`src/rtl/nia_pkg.sv`:
```
package nia_pkg;

  // level code <-> numeric level (0 lowest .. 3 highest / disabled)
  function automatic logic [1:0] code2lvl(input logic [1:0] c);
    case (c)
      2'b10:   code2lvl = 2'd0;
      2'b01:   code2lvl = 2'd1;
      2'b00:   code2lvl = 2'd2;
      default: code2lvl = 2'd3;
    endcase
  endfunction

  function automatic logic [1:0] lvl2code(input logic [1:0] l);
    case (l)
      2'd0:    lvl2code = 2'b10;
      2'd1:    lvl2code = 2'b01;
      2'd2:    lvl2code = 2'b00;
      default: lvl2code = 2'b11;
    endcase
  endfunction

  localparam logic [1:0] CODE_MASKED = 2'b11;

endpackage

```
`src/rtl/nia_req_qual.sv`:
```
module nia_req_qual #(
  parameter int N_VEC = 16
) (
  input  logic [N_VEC-1:0]   evt_flag,
  input  logic [N_VEC-1:0]   evt_en,
  input  logic [2*N_VEC-1:0] lvl_cfg,
  input  logic [1:0]         cur_code,
  output logic [N_VEC-1:0]   elig,
  output logic [2*N_VEC-1:0] lvl_num
);
  import nia_pkg::*;

  logic [1:0] cur_lvl;
  assign cur_lvl = code2lvl(cur_code);

  for (genvar i = 0; i < N_VEC; i++) begin : g_vec
    logic [1:0] my_lvl;
    assign my_lvl               = code2lvl(lvl_cfg[2*i +: 2]);
    assign lvl_num[2*i +: 2]    = my_lvl;
    assign elig[i]              = evt_flag[i] & evt_en[i] & (my_lvl > cur_lvl);
  end

endmodule

```
`src/rtl/nia_pick.sv`:
```
module nia_pick #(
  parameter int N_VEC = 16,
  parameter int IW    = (N_VEC > 1) ? $clog2(N_VEC) : 1
) (
  input  logic [N_VEC-1:0]   elig,
  input  logic [2*N_VEC-1:0] lvl_num,
  output logic               any,
  output logic [IW-1:0]      idx,
  output logic [1:0]         lvl
);
  // highest level wins; strict compare keeps the lowest index on ties
  always_comb begin
    any = 1'b0;
    idx = '0;
    lvl = 2'd0;
    for (int i = 0; i < N_VEC; i++) begin
      if (elig[i] && (!any || (lvl_num[2*i +: 2] > lvl))) begin
        any = 1'b1;
        idx = IW'(i);
        lvl = lvl_num[2*i +: 2];
      end
    end
  end

endmodule

```
`src/rtl/nest_irq_arb.sv`:
```
module nest_irq_arb #(
  parameter int N_VEC = 16,
  localparam int IW   = (N_VEC > 1) ? $clog2(N_VEC) : 1,
  localparam int VIW  = $clog2(N_VEC + 2)
) (
  input  logic               clk,
  input  logic               rst_n,
  input  logic               boundary,
  input  logic               trap_req,
  input  logic               nmi_req,
  input  logic [N_VEC-1:0]   evt_flag,
  input  logic [N_VEC-1:0]   evt_en,
  input  logic [2*N_VEC-1:0] lvl_cfg,
  input  logic [1:0]         cur_code,
  output logic               take,
  output logic [VIW-1:0]     vec_id,
  output logic [1:0]         new_code
);
  import nia_pkg::*;

  localparam logic [VIW-1:0] V_TRAP = VIW'(0);
  localparam logic [VIW-1:0] V_NMI  = VIW'(1);
  localparam logic [VIW-1:0] V_BASE = VIW'(2);

  logic [N_VEC-1:0]   elig;
  logic [2*N_VEC-1:0] lvl_num;
  logic               win_any;
  logic [IW-1:0]      win_idx;
  logic [1:0]         win_lvl;
  logic               sys_hit;
  logic               fire;
  logic [VIW-1:0]     nxt_vec;
  logic [1:0]         nxt_code;

  nia_req_qual #(.N_VEC(N_VEC)) u_qual (
    .evt_flag (evt_flag),
    .evt_en   (evt_en),
    .lvl_cfg  (lvl_cfg),
    .cur_code (cur_code),
    .elig     (elig),
    .lvl_num  (lvl_num)
  );

  nia_pick #(.N_VEC(N_VEC), .IW(IW)) u_pick (
    .elig    (elig),
    .lvl_num (lvl_num),
    .any     (win_any),
    .idx     (win_idx),
    .lvl     (win_lvl)
  );

  assign sys_hit = trap_req | nmi_req;
  assign fire    = sys_hit | win_any;

  always_comb begin
    if (trap_req) begin
      nxt_vec  = V_TRAP;
      nxt_code = CODE_MASKED;
    end else if (nmi_req) begin
      nxt_vec  = V_NMI;
      nxt_code = CODE_MASKED;
    end else begin
      nxt_vec  = VIW'(win_idx) + V_BASE;
      nxt_code = lvl2code(win_lvl);
    end
  end

  always_ff @(posedge clk or negedge rst_n) begin
    if (!rst_n) begin
      take     <= 1'b0;
      vec_id   <= '0;
      new_code <= CODE_MASKED;
    end else begin
      take <= boundary & fire;
      if (boundary && fire) begin
        vec_id   <= nxt_vec;
        new_code <= nxt_code;
      end
    end
  end

endmodule

```
`config.mk`:
```
export PLATFORM = sky130hd
export DESIGN_NAME = nest_irq_arb
export DESIGN_NICKNAME = d
export VERILOG_FILES = /design/src/rtl/nia_pkg.sv /design/src/rtl/nia_req_qual.sv /design/src/rtl/nia_pick.sv /design/src/rtl/nest_irq_arb.sv
export SDC_FILE = /design/constraint.sdc
export NUM_CORES = 1
export LEC_CHECK = 0
export ABC_AREA = 1
export BUFFER_PORTS_ARGS = -buffer_cell sky130_fd_sc_hd__buf_2
export CAP_MARGIN = 20
export CORE_AREA = 4 4 89 91
export DETAILED_ROUTE_END_ITERATION = 8
export DIE_AREA = 0 0 93 95
export GPL_TIMING_DRIVEN = 0
export PLACE_DENSITY = 0.7
export SYNTH_ARGS = -nofsm -noshare
export SYNTH_HDL_FRONTEND = slang
export SYNTH_HIERARCHICAL = 1
export SYNTH_SLANG_ARGS = --single-unit
```
`constraint.sdc`:
```
create_clock -name clk -period 1 [get_ports clk]
set_clock_uncertainty 0.15 [all_clocks]
set_input_delay 0.1 -clock clk [delete_from_list [all_inputs] [get_ports clk]]
set_output_delay 0.1 -clock clk [all_outputs]
set_load 0.05 [all_outputs]
```
After elaboration in Yosys (flattened, before gate mapping):

Cells that the tools add are included.

* add/subtract/negate cells: 1
* magnitude comparators: 31
* equality and inequality tests: 36
* mux-type cells: 69
* bitwise logic cells: 35
* reductions and logical operators: 64

Operators by type and width (number)
* case mux 2 bit (3 select lines): 18
* greater-than comparator 2 bit: 31
* two-way mux 2 bit: 20
* == test 2 x 1 -> 1 bit, second input constant: 18
* == test 2 bit, second input constant: 18
* zero test 2 bit: 18
* bitwise AND 1 bit: 33
* two-way mux 4 bit: 8
* two-way mux 1 bit: 17
* logical AND 1 bit: 16
* zero test 1 bit: 15
* logical OR 1 bit: 15
* two-way mux 3 bit: 4
* two-way mux 5 bit: 2
* adder 4 x 2 -> 5 bit, second input constant: 1
* bitwise OR 1 bit: 2

* bits in registers: 8
* bits of input ports: 71
* logic and storage cells: 239

Longest topological paths before layout:

* word-level depth: 69
* depth in mapped cells: 134
* depth with buffers taken out: 134

Modules after synthesis:

The synthesis kept the hierarchy.

By module, submodules not included
* nia_pick: instances 1, cells an instance 275, area an instance 1536.5 µm²
* nia_req_qual: instances 1, cells an instance 197, area an instance 1360.1 µm²
* nest_irq_arb: instances 1, cells an instance 55, area an instance 439.2 µm²

Worst setup path after synthesis:

No wires, ideal clock.

* path type: input to register
* start point: input port cur_code[0]
* end point: register vec_id[3]
* arrival: 15.128 ns
* data required time: 0.732 ns
* setup slack: -14.396 ns
* stages on the path: 124
* cell sequence: ha_1 or2_1 ha_1 nand2_1 nand3_1 nor2_1 nand2_1 ha_1 nand2_1 nand2_1 nand2_1 nand2_1 nand2_1 nand2_1 nand2_1 ha_1 inv_1 o21bai_1 (+88 left out) or2_2 nand2_1 ha_1 inv_1 nor2_1 o21ai_0 o21ai_0 nand2_1 nand3_1 a21oi_1 nand2_1 ha_1 inv_1 nand2_1 nand2_1 nor2_1 nand2_1 nand2_1

* longest elaborated chain between the ends: 68

RTL lines
* from (decl): line nest_irq_arb.sv:14 `input logic [1:0] cur_code,`
* == test 2 x 1 -> 1 bit, or another cell as far along: line nia_pkg.sv:5 `case (c)`
* case mux 2 bit (3 select lines) *: line nia_pkg.sv:5
* greater-than comparator 2 bit *: line nia_req_qual.sv:20 `assign elig[i] = evt_flag[i] & evt_en[i] & (my_lvl > cur_lvl);`
* bitwise AND 1 bit *: line nia_req_qual.sv:20
* named net elig[0]: line nest_irq_arb.sv:25 `logic [N_VEC-1:0] elig;`
* two-way mux 2 bit / two-way mux 1 bit (equally long branches): line nia_pick.sv:17 `if (elig[i] && (!any || (lvl_num[2*i +: 2] > lvl))) begin`
* greater-than comparator 2 bit / zero test 1 bit (equally long branches): line nia_pick.sv:17
* logical OR 1 bit: line nia_pick.sv:17
* (+54 left out)
* greater-than comparator 2 bit / zero test 1 bit (equally long branches): line nia_pick.sv:17
* logical OR 1 bit: line nia_pick.sv:17
* logical AND 1 bit: line nia_pick.sv:17
* two-way mux 4 bit *: line nia_pick.sv:17
* named net win_idx[2]: line nest_irq_arb.sv:28 `logic [IW-1:0] win_idx;`
* adder 4 x 2 -> 5 bit *: line nest_irq_arb.sv:63 `nxt_vec = VIW'(win_idx) + V_BASE;`
* two-way mux 5 bit *: line nest_irq_arb.sv:59 `end else if (nmi_req) begin`
* two-way mux 5 bit *: line nest_irq_arb.sv:56 `if (trap_req) begin`
* to (signal assigned): line nest_irq_arb.sv:76 `vec_id <= nxt_vec;`
* to (decl): line nest_irq_arb.sv:16 `output logic [VIW-1:0] vec_id,`

Mark *: on every way through the listed nets, which the timed path passes. The rest lies on a longest branch.
A chain may end at the register's enable or synchronous reset.

Final worst setup path:

* start point: input port cur_code[1]
* end point: register new_code[1]

* longest elaborated chain between the ends: 69

RTL lines
* == test 2 x 1 -> 1 bit, or another cell as far along: line nia_pkg.sv:5
* case mux 2 bit (3 select lines) *: line nia_pkg.sv:5
* greater-than comparator 2 bit *: line nia_req_qual.sv:20
* bitwise AND 1 bit *: line nia_req_qual.sv:20
* named net elig[0]: line nest_irq_arb.sv:25
* two-way mux 2 bit / two-way mux 1 bit (equally long branches): line nia_pick.sv:17
* greater-than comparator 2 bit / zero test 1 bit (equally long branches): line nia_pick.sv:17
* logical OR 1 bit: line nia_pick.sv:17
* (+55 left out)
* logical OR 1 bit: line nia_pick.sv:17
* logical AND 1 bit: line nia_pick.sv:17
* two-way mux 2 bit *: line nia_pick.sv:17
* named net win_lvl[1]: line nest_irq_arb.sv:29 `logic [1:0] win_lvl;`
* == test 2 bit, or another cell as far along: line nia_pkg.sv:14 `case (l)`
* case mux 2 bit (3 select lines) *: line nia_pkg.sv:14
* two-way mux 2 bit *: line nest_irq_arb.sv:59
* two-way mux 2 bit *: line nest_irq_arb.sv:56
* to (signal assigned): line nest_irq_arb.sv:77 `new_code <= nxt_code;`
* to (decl): line nest_irq_arb.sv:17 `output logic [1:0] new_code`

Marks and branches as above.

==> impl_metrics.json <==
{
  "drc_errors": 0,
  "placement_rows": 31,
  "syn-cell-area_um2": 3340,
  "dieArea_um2": 8840,
  "power_frac_seq_pct": 5.8,
  "p_sw_w": 0.00397,
  "timing.fmax_mhz": 67.7,
  "clk_latency_ps": 230,
  "die_y_um": 95,
  "seq_area_frac_synth_pct": 6.08,
  "place_ws_ps": -15230,
  "grt_pass1_vias": 3655,
  "drv_cap": 0,
  "maxSlewHeadroom_pct": 64.3,
  "avgSynthCellArea_um2": 6.33,
  "hold_viol": 0,
  "internal-power_w": 0.00391,
  "final_layout_size_suffix_gt1_share_pct": 46.4,
  "startpoint_type": "input pin",
  "core_um2": 7140,
  "min_from": "trap_req",
  "drt_iter0_markers": 101,
  "rsz0062_at_grt": "yes",
  "critical_path_class": "input pin to register",
  "synth-edff-count": 0,
  "synth_ff_type": "dfrtp_1",
  "p_per_area_nw_per_um2": 1500,
  "drt_pre_antenna_iters": 4,
  "overflow": 0,
  "final_max_slew_viol_count": 0,
  "area_growth_pct": 57.9,
  "post-route-period-util_pct": 1480,
  "async_flop_share_pct": 100,
  "critPathTopFamily": "simple AND/OR/NAND/NOR gates",
  "reg2reg_from": "vec_id[1]",
  "path_buf_inv": 15,
  "clk_pin_slew_ps": 40,
  "cts_max_level": 1,
  "clock_path_buffers": 2,
  "synth_area_leaders": "ha_1, nand2_1, inv_1",
  "violations": "setup timing",
  "tightest_slew_ps": 533,
  "crit_fanout": 5,
  "required_ps": 1030,
  "via_count": 3892,
  "vias_per_cell": 5.02,
  "antenna_found_initial": 0,
  "power.leakage_nw": 2.92,
  "synth_warnings": 6,
  "diodes": 0,
  "cpPeakStageDelay_ps": 290,
  "cts_sinks": 8,
  "drtAntennaViolNets": 0,
  "grt_max_degree": 16,
  "synthDistinctLibCells": 29,
  "initial_utilization_pct": 46.7,
  "grt_pass1_wl_um": 14700,
  "setup_violations": 16,
  "io_pins": 79,
  "startpoint": "cur_code[1]",
  "min_path_type": "input pin to register",
  "period_needed_ps": 14770,
  "synth_top_area_cell": "ha_1",
  "fin_ws_ps": -13770,
  "worstSetupEndpointType": "register",
  "status": "finished, violations left",
  "crit_arrival_ps": 14790,
  "swShare_pct": 50.3,
  "cts-root-buf": "clkbuf_8",
  "hpwlAfterDp_um": 6290,
  "critPathMostFrequentCell": "nand2_2",
  "gp_routability_congestion": 0.776,
  "clock_power_share_pct": 5.3,
  "synth.top_cell.area_share_pct": 34.1,
  "cts_buffers": 3,
  "synthCells": 527,
  "synth-seq-cells": 8,
  "io_buffers": 78,
  "comb_power_share_pct": 88.8,
  "cpMaxStageDelayCell": "o32a_1",
  "fp.dieW_um": 93,
  "peakVddDrop_uv": 540,
  "cts_tree": "done",
  "wl_um": 9800,
  "wl_per_cell_um": 12.7,
  "holdWs_ps": 14.8,
  "grt_use_total_pct": 19.4,
  "num-nets-final": 839,
  "synthesis.nets": 689
}
## cell families (layout without fill, tap and decap cells)
| logic type | Yosys count | after routing | synth area share [%] |
|---|---|---|---|
| adder cells (fa/ha/maj) | 91 | 91 | 34.1 |
| flip-flops | 8 | 8 | 6.08 |
| buffers and inverters | 110 | 259 | 12.4 |
| AND/OR/NAND/NOR | 264 | 264 | 38.4 |
| AO/OA/AOI/OAI | 54 | 54 | 9.00 |
## synth_stat cells, types with 2 or more instances
cell,n
o31ai_1,3
o21ai_0,24
nand2_4,14
and2_1,5
nor3_1,4
nand2_1,117
nor2_1,53
or2_1,2
inv_1,106
or2_2,3
nand2_2,14
dfstp_2,2
o21ai_1,2
a21oi_1,20
nand3_2,9
inv_2,3
dfrtp_1,6
ha_1,91
nand3_1,39
## cell usage in the layout, fill, tap and decap left out, types with 16 or more instances in the layout
master	instances
a21oi_1	18
buf_2	68
buf_4	60
ha_1	68
ha_4	23
inv_1	90
inv_2	17
nand2_1	80
nand2_2	36
nand2_4	29
nand3_1	29
nand3_2	16
nor2_1	48
## per-layer routing
| layer | vias to the layer above | track usage [%] | routed length (um) |
|---|---|---|---|
| met3 | 13 | 1.67 | 353 |
| met2 | 90 | 39.8 | 5450 |
| li1 | 1969 | - | - |
| met1 | 1820 | 21.8 | 3890 |
| met4 | 0 | 3.05 | 106 |
| met5 | - | 0 | 0 |
## power groups by stage
stage          Sequential (W)  Clock [W]  Combinational [W]
2_1_floorplan        0.000689          0            0.00331
3_3_place_gp         0.000443          0            0.00422
3_5_place_dp         0.000445          0            0.00441
4_1_cts              0.000461   0.000423            0.00573
5_1_grt              0.000468   0.000445            0.00764
6_report             0.000460   0.000419            0.00700
## path summary, 6_finish.rpt
path | cells after the start | slack, ps | endpoint
hold / removal | 4 | 10 | vec_id[0]
max in group asynchronous | 2 | 370 | new_code[0]
setup / recovery | 126 | -13770 | new_code[1]
hold reg to reg | 2 | 330 | new_code[1]
setup reg to reg | 3 | 100 | vec_id[1]
min in group asynchronous | 2 | 90 | vec_id[4]
## stage by stage
step / TNS, ps / utilization [%] / power [W] / instance area [um^2] / std cells
after floorplan: -95210 / - / 0.00400 / 3470 / 527
after global placement: -105140 / 55.8 / 0.00466 / 3980 / 704
after detailed placement: -108730 / 55.8 / 0.00485 / 3980 / 704
after CTS: -98230 / 67.3 / 0.00662 / 4800 / 753
after global routing: -104720 / 73.8 / 0.00855 / 5270 / 775
final: -98870 / 73.8 / 0.00788 / 5270 / 775
## timing repair
item	4_1_cts	5_1_grt
resized for setup	86	69
hold buffers	1	0
cloned	0	0
pin swaps	83	77
setup buffers	44	22
endpoints found under the setup margin	16	16
hold endpoints to repair	8	0
## worst reg2reg max path, cell delays in order, from the launching register on
cell and delay, ps:
dfrtp_1 380, buf_4 130, nand2_1 60, nand2_1 60
## registers in the layout (all words and copies together), names as in the netlist
name and flops:
vec_id 5, new_code 2, take 1
## final cells by class
| class | instances | area [um^2] |
|---|---|---|
| tap | 99 | 124 |
| timing repair buffer | 145 | 992 |
| inverter | 110 | 427 |
| fill | 563 | 1870 |
| multi-input combinational | 409 | 3480 |
| sequential | 8 | 203 |
| clock buffer | 4 | 45.0 |
Power figures use the tool's default switching activity.
